===== config.mk =====
export PLATFORM = sky130hd
export DESIGN_NAME = mcam_top
export DESIGN_NICKNAME = d
export VERILOG_FILES = /design/src/rtl/mcam_pkg.sv /design/src/rtl/mcam_store.sv /design/src/rtl/mcam_match.sv /design/src/rtl/mcam_prio.sv /design/src/rtl/mcam_top.sv
export SDC_FILE = /design/constraint.sdc
export NUM_CORES = 1
export LEC_CHECK = 0
export CORE_MARGIN = 3
export CORE_UTILIZATION = 50
export CTS_CLUSTER_SIZE = 30
export DETAILED_ROUTE_END_ITERATION = 10
export GPL_ROUTABILITY_DRIVEN = 1
export GPL_TIMING_DRIVEN = 1
export HOLD_SLACK_MARGIN = 0.06
export PLACE_DENSITY_LB_ADDON = 0.15
export SYNTH_ARGS = -nofsm -noshare
export SYNTH_HDL_FRONTEND = slang
export SYNTH_SLANG_ARGS = --single-unit

===== constraint.sdc =====
create_clock -name clk_i -period 2.3 [get_ports clk_i]
set_input_delay 0.345 -clock clk_i [delete_from_list [all_inputs] [get_ports clk_i]]
set_output_delay 0.345 -clock clk_i [all_outputs]
set_load 0.02 [all_outputs]

===== src/rtl/mcam_pkg.sv =====
package mcam_pkg;
  typedef enum logic {
    WR_DROP = 1'b0,
    WR_LOAD = 1'b1
  } wr_op_e;

  function automatic int unsigned idx_width(input int unsigned depth);
    return (depth > 1) ? $clog2(depth) : 1;
  endfunction
endpackage


===== src/rtl/mcam_store.sv =====
module mcam_store
  import mcam_pkg::*;
#(
  parameter int unsigned DEPTH  = 8,
  parameter int unsigned KEY_W  = 16,
  parameter int unsigned DATA_W = 16,
  localparam int unsigned IDX_W = idx_width(DEPTH)
) (
  input  logic                           clk_i,
  input  logic                           rst_ni,
  input  logic                           wr_en_i,
  input  wr_op_e                         wr_op_i,
  input  logic [IDX_W-1:0]               wr_idx_i,
  input  logic [KEY_W-1:0]               wr_key_i,
  input  logic [DATA_W-1:0]              wr_data_i,
  output logic [DEPTH-1:0][KEY_W-1:0]    key_o,
  output logic [DEPTH-1:0][DATA_W-1:0]   data_o,
  output logic [DEPTH-1:0]               vld_o
);
  for (genvar g = 0; g < DEPTH; g++) begin : g_ent
    logic sel;
    assign sel = wr_en_i && (wr_idx_i == IDX_W'(g));

    always_ff @(posedge clk_i or negedge rst_ni) begin
      if (!rst_ni) begin
        key_o[g]  <= '0;
        data_o[g] <= '0;
        vld_o[g]  <= 1'b0;
      end else if (sel) begin
        vld_o[g] <= (wr_op_i == WR_LOAD);
        if (wr_op_i == WR_LOAD) begin
          key_o[g]  <= wr_key_i;
          data_o[g] <= wr_data_i;
        end
      end
    end
  end
endmodule


===== src/rtl/mcam_match.sv =====
module mcam_match #(
  parameter int unsigned DEPTH = 8,
  parameter int unsigned KEY_W = 16
) (
  input  logic [DEPTH-1:0][KEY_W-1:0] key_i,
  input  logic [DEPTH-1:0]            vld_i,
  input  logic [KEY_W-1:0]            srch_key_i,
  input  logic [KEY_W-1:0]            mask_i,
  output logic [DEPTH-1:0]            match_o
);
  // one comparator per entry; masked-off bits never differ
  for (genvar g = 0; g < DEPTH; g++) begin : g_cmp
    logic [KEY_W-1:0] diff;
    assign diff       = (key_i[g] ^ srch_key_i) & mask_i;
    assign match_o[g] = vld_i[g] && (diff == '0);
  end
endmodule


===== src/rtl/mcam_prio.sv =====
module mcam_prio
  import mcam_pkg::*;
#(
  parameter int unsigned DEPTH  = 8,
  parameter int unsigned DATA_W = 16,
  localparam int unsigned IDX_W = idx_width(DEPTH)
) (
  input  logic [DEPTH-1:0]             req_i,
  input  logic [DEPTH-1:0][DATA_W-1:0] data_i,
  output logic [DEPTH-1:0]             gnt_o,
  output logic                         any_o,
  output logic                         multi_o,
  output logic [IDX_W-1:0]             idx_o,
  output logic [DATA_W-1:0]            data_o
);
  // isolate lowest set bit
  assign gnt_o   = req_i & (~req_i + DEPTH'(1));
  assign any_o   = |req_i;
  assign multi_o = |(req_i & ~gnt_o);

  always_comb begin
    idx_o  = '0;
    data_o = '0;
    for (int i = 0; i < DEPTH; i++) begin
      if (gnt_o[i]) begin
        idx_o  = idx_o | IDX_W'(i);
        data_o = data_o | data_i[i];
      end
    end
  end
endmodule


===== src/rtl/mcam_top.sv =====
module mcam_top
  import mcam_pkg::*;
#(
  parameter int unsigned DEPTH  = 8,
  parameter int unsigned KEY_W  = 16,
  parameter int unsigned DATA_W = 16,
  localparam int unsigned IDX_W = idx_width(DEPTH)
) (
  input  logic              clk_i,
  input  logic              rst_ni,
  input  logic              wr_en_i,
  input  logic              wr_op_i,
  input  logic [IDX_W-1:0]  wr_idx_i,
  input  logic [KEY_W-1:0]  wr_key_i,
  input  logic [DATA_W-1:0] wr_data_i,
  input  logic              mask_we_i,
  input  logic [KEY_W-1:0]  mask_i,
  input  logic              srch_i,
  input  logic [KEY_W-1:0]  srch_key_i,
  output logic              res_vld_o,
  output logic              hit_o,
  output logic              multi_o,
  output logic [IDX_W-1:0]  hit_idx_o,
  output logic [DATA_W-1:0] hit_data_o
);
  logic [DEPTH-1:0][KEY_W-1:0]  ent_key;
  logic [DEPTH-1:0][DATA_W-1:0] ent_data;
  logic [DEPTH-1:0]             ent_vld;
  logic [DEPTH-1:0]             match;
  logic [DEPTH-1:0]             grant;
  logic                         any_hit;
  logic                         many_hit;
  logic [IDX_W-1:0]             sel_idx;
  logic [DATA_W-1:0]            sel_data;
  logic [KEY_W-1:0]             mask_q;

  mcam_store #(.DEPTH(DEPTH), .KEY_W(KEY_W), .DATA_W(DATA_W)) u_store (
    .clk_i     (clk_i),
    .rst_ni    (rst_ni),
    .wr_en_i   (wr_en_i),
    .wr_op_i   (wr_op_e'(wr_op_i)),
    .wr_idx_i  (wr_idx_i),
    .wr_key_i  (wr_key_i),
    .wr_data_i (wr_data_i),
    .key_o     (ent_key),
    .data_o    (ent_data),
    .vld_o     (ent_vld)
  );

  mcam_match #(.DEPTH(DEPTH), .KEY_W(KEY_W)) u_match (
    .key_i      (ent_key),
    .vld_i      (ent_vld),
    .srch_key_i (srch_key_i),
    .mask_i     (mask_q),
    .match_o    (match)
  );

  mcam_prio #(.DEPTH(DEPTH), .DATA_W(DATA_W)) u_prio (
    .req_i   (match),
    .data_i  (ent_data),
    .gnt_o   (grant),
    .any_o   (any_hit),
    .multi_o (many_hit),
    .idx_o   (sel_idx),
    .data_o  (sel_data)
  );

  // mask resets to all ones: full-key compare
  always_ff @(posedge clk_i or negedge rst_ni) begin
    if (!rst_ni)        mask_q <= '1;
    else if (mask_we_i) mask_q <= mask_i;
  end

  always_ff @(posedge clk_i or negedge rst_ni) begin
    if (!rst_ni) begin
      res_vld_o  <= 1'b0;
      hit_o      <= 1'b0;
      multi_o    <= 1'b0;
      hit_idx_o  <= '0;
      hit_data_o <= '0;
    end else begin
      res_vld_o <= srch_i;
      if (srch_i) begin
        hit_o      <= any_hit;
        multi_o    <= many_hit;
        hit_idx_o  <= sel_idx;
        hit_data_o <= sel_data;
      end
    end
  end
endmodule


==> results.json <==
{
  "status": "finished with violations",
  "violations": "setup timing",
  "critPathMaxFanout": 5,
  "crit_path_end_kind": "flop",
  "grt_max_degree": 73,
  "drcViolationCount": 0,
  "clk_pin_slew_ns": 0.06,
  "synth_top_flop_cell": "dfrtp_1",
  "globalRouteOverflowTotal": 0,
  "finalCritPeriodShare_pct": 108,
  "clockBufferDepth": 3,
  "clock_latency_ns": 0.52,
  "dpl_cell_area_sq_mm": 0.0167,
  "design_area_sq_mm": 0.0186,
  "finalMaxSlewViolations": 0,
  "synth.distinct_cells": 49,
  "final_common_cell": "dfrtp_1",
  "critPathRequiredTime_ns": 2.73,
  "period_needed_ns": 2.48,
  "layout_common_cells": "dfrtp_1, mux2_2, xor2_1",
  "use_met1_pct": 40.5,
  "path_class": "reg2reg",
  "dieArea_sq_mm": 0.0309,
  "grt.busiest_layer": "met1",
  "ys_ff_latch": 302,
  "worst_pin_slew_ns": 0.449,
  "reg2reg_from": "u_store.key_o[67]$_DFFE_PN0P_",
  "clockRootBuffer": "clkbuf_16",
  "cts.sinks": 302,
  "num_vias": 10200,
  "fin_worst_skew_ns": 0.0227,
  "drv_cap": 0,
  "avgSynthCellArea_sq_um": 12.9,
  "cts_tree": "built",
  "dp.final_hpwl_um": 27300,
  "drt_pre_antenna_iters": 5,
  "initial_core_util_pct": 51.3,
  "via_per_inst": 5.88,
  "wl_per_cell_um": 23.9,
  "cp.arrival_ns": 2.92,
  "rsz0062_at_grt": "true",
  "synth_nets": 1187,
  "diodes": 0,
  "dieHeight_um": 176,
  "fmax_mhz": 403,
  "ios": 95,
  "drive_gt1_share_pct": 44.5,
  "synth-edff-count": 0,
  "die_x_um": 176,
  "maxSlewHeadroom_pct": 70.0,
  "syn_to_final_growth_pct": 28.8,
  "grt_use_met3_pct": 5.47,
  "r2r-end": "hit_data_o[8]$_DFFE_PN0P_",
  "htree_levels": 2,
  "ys_seq_area_share_pct": 52.6,
  "power_density_mw_per_mm2": 851,
  "syn_area_sq_mm": 0.0144,
  "final_nets": 1403,
  "portBuffers": 94,
  "reg2reg_depth": 10,
  "r2r_setup_slack_ns": -0.18,
  "pre_cts_ws_ns": -0.842,
  "antenna_left": 0,
  "setup_viol_count_final": 20,
  "fin_ws_ns": -0.183,
  "critPathLaunchType": "flop",
  "finalWirelength_um": 41300,
  "grt_pass1_wl_um": 63700,
  "cts-buffers-inserted": 34,
  "total_power_mw": 15.8,
  "leakagePower_nw": 8.14,
  "place.gp.congestion": 0.911,
  "rows": 61,
  "gr-usage-met2_pct": 39.8,
  "peakVddDrop_mv": 0.508,
  "ys.warnings.count": 0,
  "hold_viol": 0,
  "grt_antenna_before_repair": 1,
  "core_area_sq_mm": 0.0281,
  "synth_cells": 1114,
  "grt_pass1_vias": 10600,
  "drtIter0Drc": 834,
  "holdWs_ns": 0.339,
  "nFillCells": 2196,
  "hold_path_class": "in2async",
  "synthArstFlopShare_pct": 100,
  "grtUsageTotal_pct": 26.8
}
through the flow:
stage | TNS [ns] | instances | util [%]
after detailed placement | -16.70 | 1641 | 59.6
after global placement | -16.32 | 1641 | 59.6
final | -2.21 | 1730 | 66.1
after CTS | -0.760 | 1718 | 65.1
after floorplan | 0 | 1114 | -
after global routing | -2.82 | 1730 | 66.1
Yosys cell counts (2+ instances only):
cell       instances  share of area (%)
a2111oi_4          2               0.38
a21o_1            21                1.1
a21oi_1           21               0.73
a221o_1           16                1.1
a221oi_1           6               0.36
a22o_1            18                1.1
a22oi_1           57                3.0
a2bb2oi_1          3               0.18
a41oi_1            8               0.49
a41oi_2            4               0.45
and2_1             2              0.087
buf_2             13               0.45
buf_4             14               0.73
buf_6              6               0.47
clkbuf_1          46                1.2
dfrtp_1          286                 50
dfstp_2           16                2.9
inv_1              2              0.052
mux2_2           273                 21
nand2_1           56                1.5
nand2b_1           5               0.22
nand3_1            5               0.17
nand4_1           17               0.74
nor2_1            31               0.81
nor2b_1            2              0.087
nor3_1             3               0.10
nor4_4             2               0.30
o211ai_1          12               0.63
o211ai_2           4               0.35
o21ai_0           13               0.45
o31ai_1            2               0.10
or2_2              2              0.087
or3_1              3               0.13
xor2_1           128                7.8
registers in the layout, indices dropped and copies added (netlist names):
register,cells
u_store.data_o,128
u_store.key_o,128
hit_data_o,16
mask_q,16
u_store.vld_o,8
hit_idx_o,3
hit_o,1
multi_o,1
res_vld_o,1
how the worst max path moves through the flow:
| stage | from | end | cells past startpoint |
|---|---|---|---|
| after floorplan | mask_q[11]$_DFFE_PN1P_ | hit_data_o[2]$_DFFE_PN0P_ | 9 |
| after global placement | srch_key_i[6] | hit_data_o[15]$_DFFE_PN0P_ | 12 |
| after detailed placement | srch_key_i[6] | hit_data_o[15]$_DFFE_PN0P_ | 12 |
| after CTS | u_store.key_o[25]$_DFFE_PN0P_ | hit_data_o[8]$_DFFE_PN0P_ | 10 |
| after global routing | u_store.key_o[23]$_DFFE_PN0P_ | hit_data_o[8]$_DFFE_PN0P_ | 10 |
| final | u_store.key_o[67]$_DFFE_PN0P_ | hit_data_o[8]$_DFFE_PN0P_ | 10 |
area by class of cell:
cell class                 count  area (sq um)  area share, %
tap                          378           473           2.55
clock inverter                 9          63.8          0.344
inverter                       3          11.3         0.0607
multi-input combinational    728          6870           37.0
timing repair buffer         261          2580           13.9
sequential                   302          7580           40.8
clock buffer                  49           978           5.27
logic make-up after synthesis:
| kind of cell | after synthesis | synth area share [%] |
|---|---|---|
| simple gates | 133 | 4.45 |
| mux | 273 | 21.3 |
| xor+xnor | 128 | 7.78 |
| buf+inv | 84 | 2.99 |
| flops | 302 | 52.6 |
| fa+ha+maj | 1 | 0.0695 |
| compound gates | 193 | 10.8 |
critical path, cell delays in order (launching register included):
cell	delay (ns)
dfrtp_1	0.39
xor2_1	0.14
a22oi_1	0.27
nand4_1	0.33
nor3_4	0.29
buf_6	0.13
nor2b_4	0.24
buf_6	0.19
a22o_1	0.19
a221oi_4	0.08
a21oi_1	0.14
where the power goes:
part	switching [mW]	total, mW	internal (mW)
clock network	2.19	5.16	2.97
registers	0.766	7.24	6.47
logic	1.58	3.40	1.81
metal layers:
| metal | up-vias | share of wire (%) |
|---|---|---|
| li1 | 4475 | - |
| met1 | 5280 | 47 |
| met2 | 343 | 45 |
| met3 | 71 | 6.5 |
| met4 | 2 | 2.1 |
| met5 | - | 0.027 |
what timing repair did:
action | 4_1_cts | 5_1_grt
pin swaps | 52 | 47
gates resized for setup | 88 | 42
setup buffers | 16 | 14
gates cloned | 3 | 0
endpoints found under the hold margin | 41 | 0
hold buffers | 1 | 0
setup endpoints to repair | 21 | 20
Note: power is estimated with default switching activity, not from simulation.
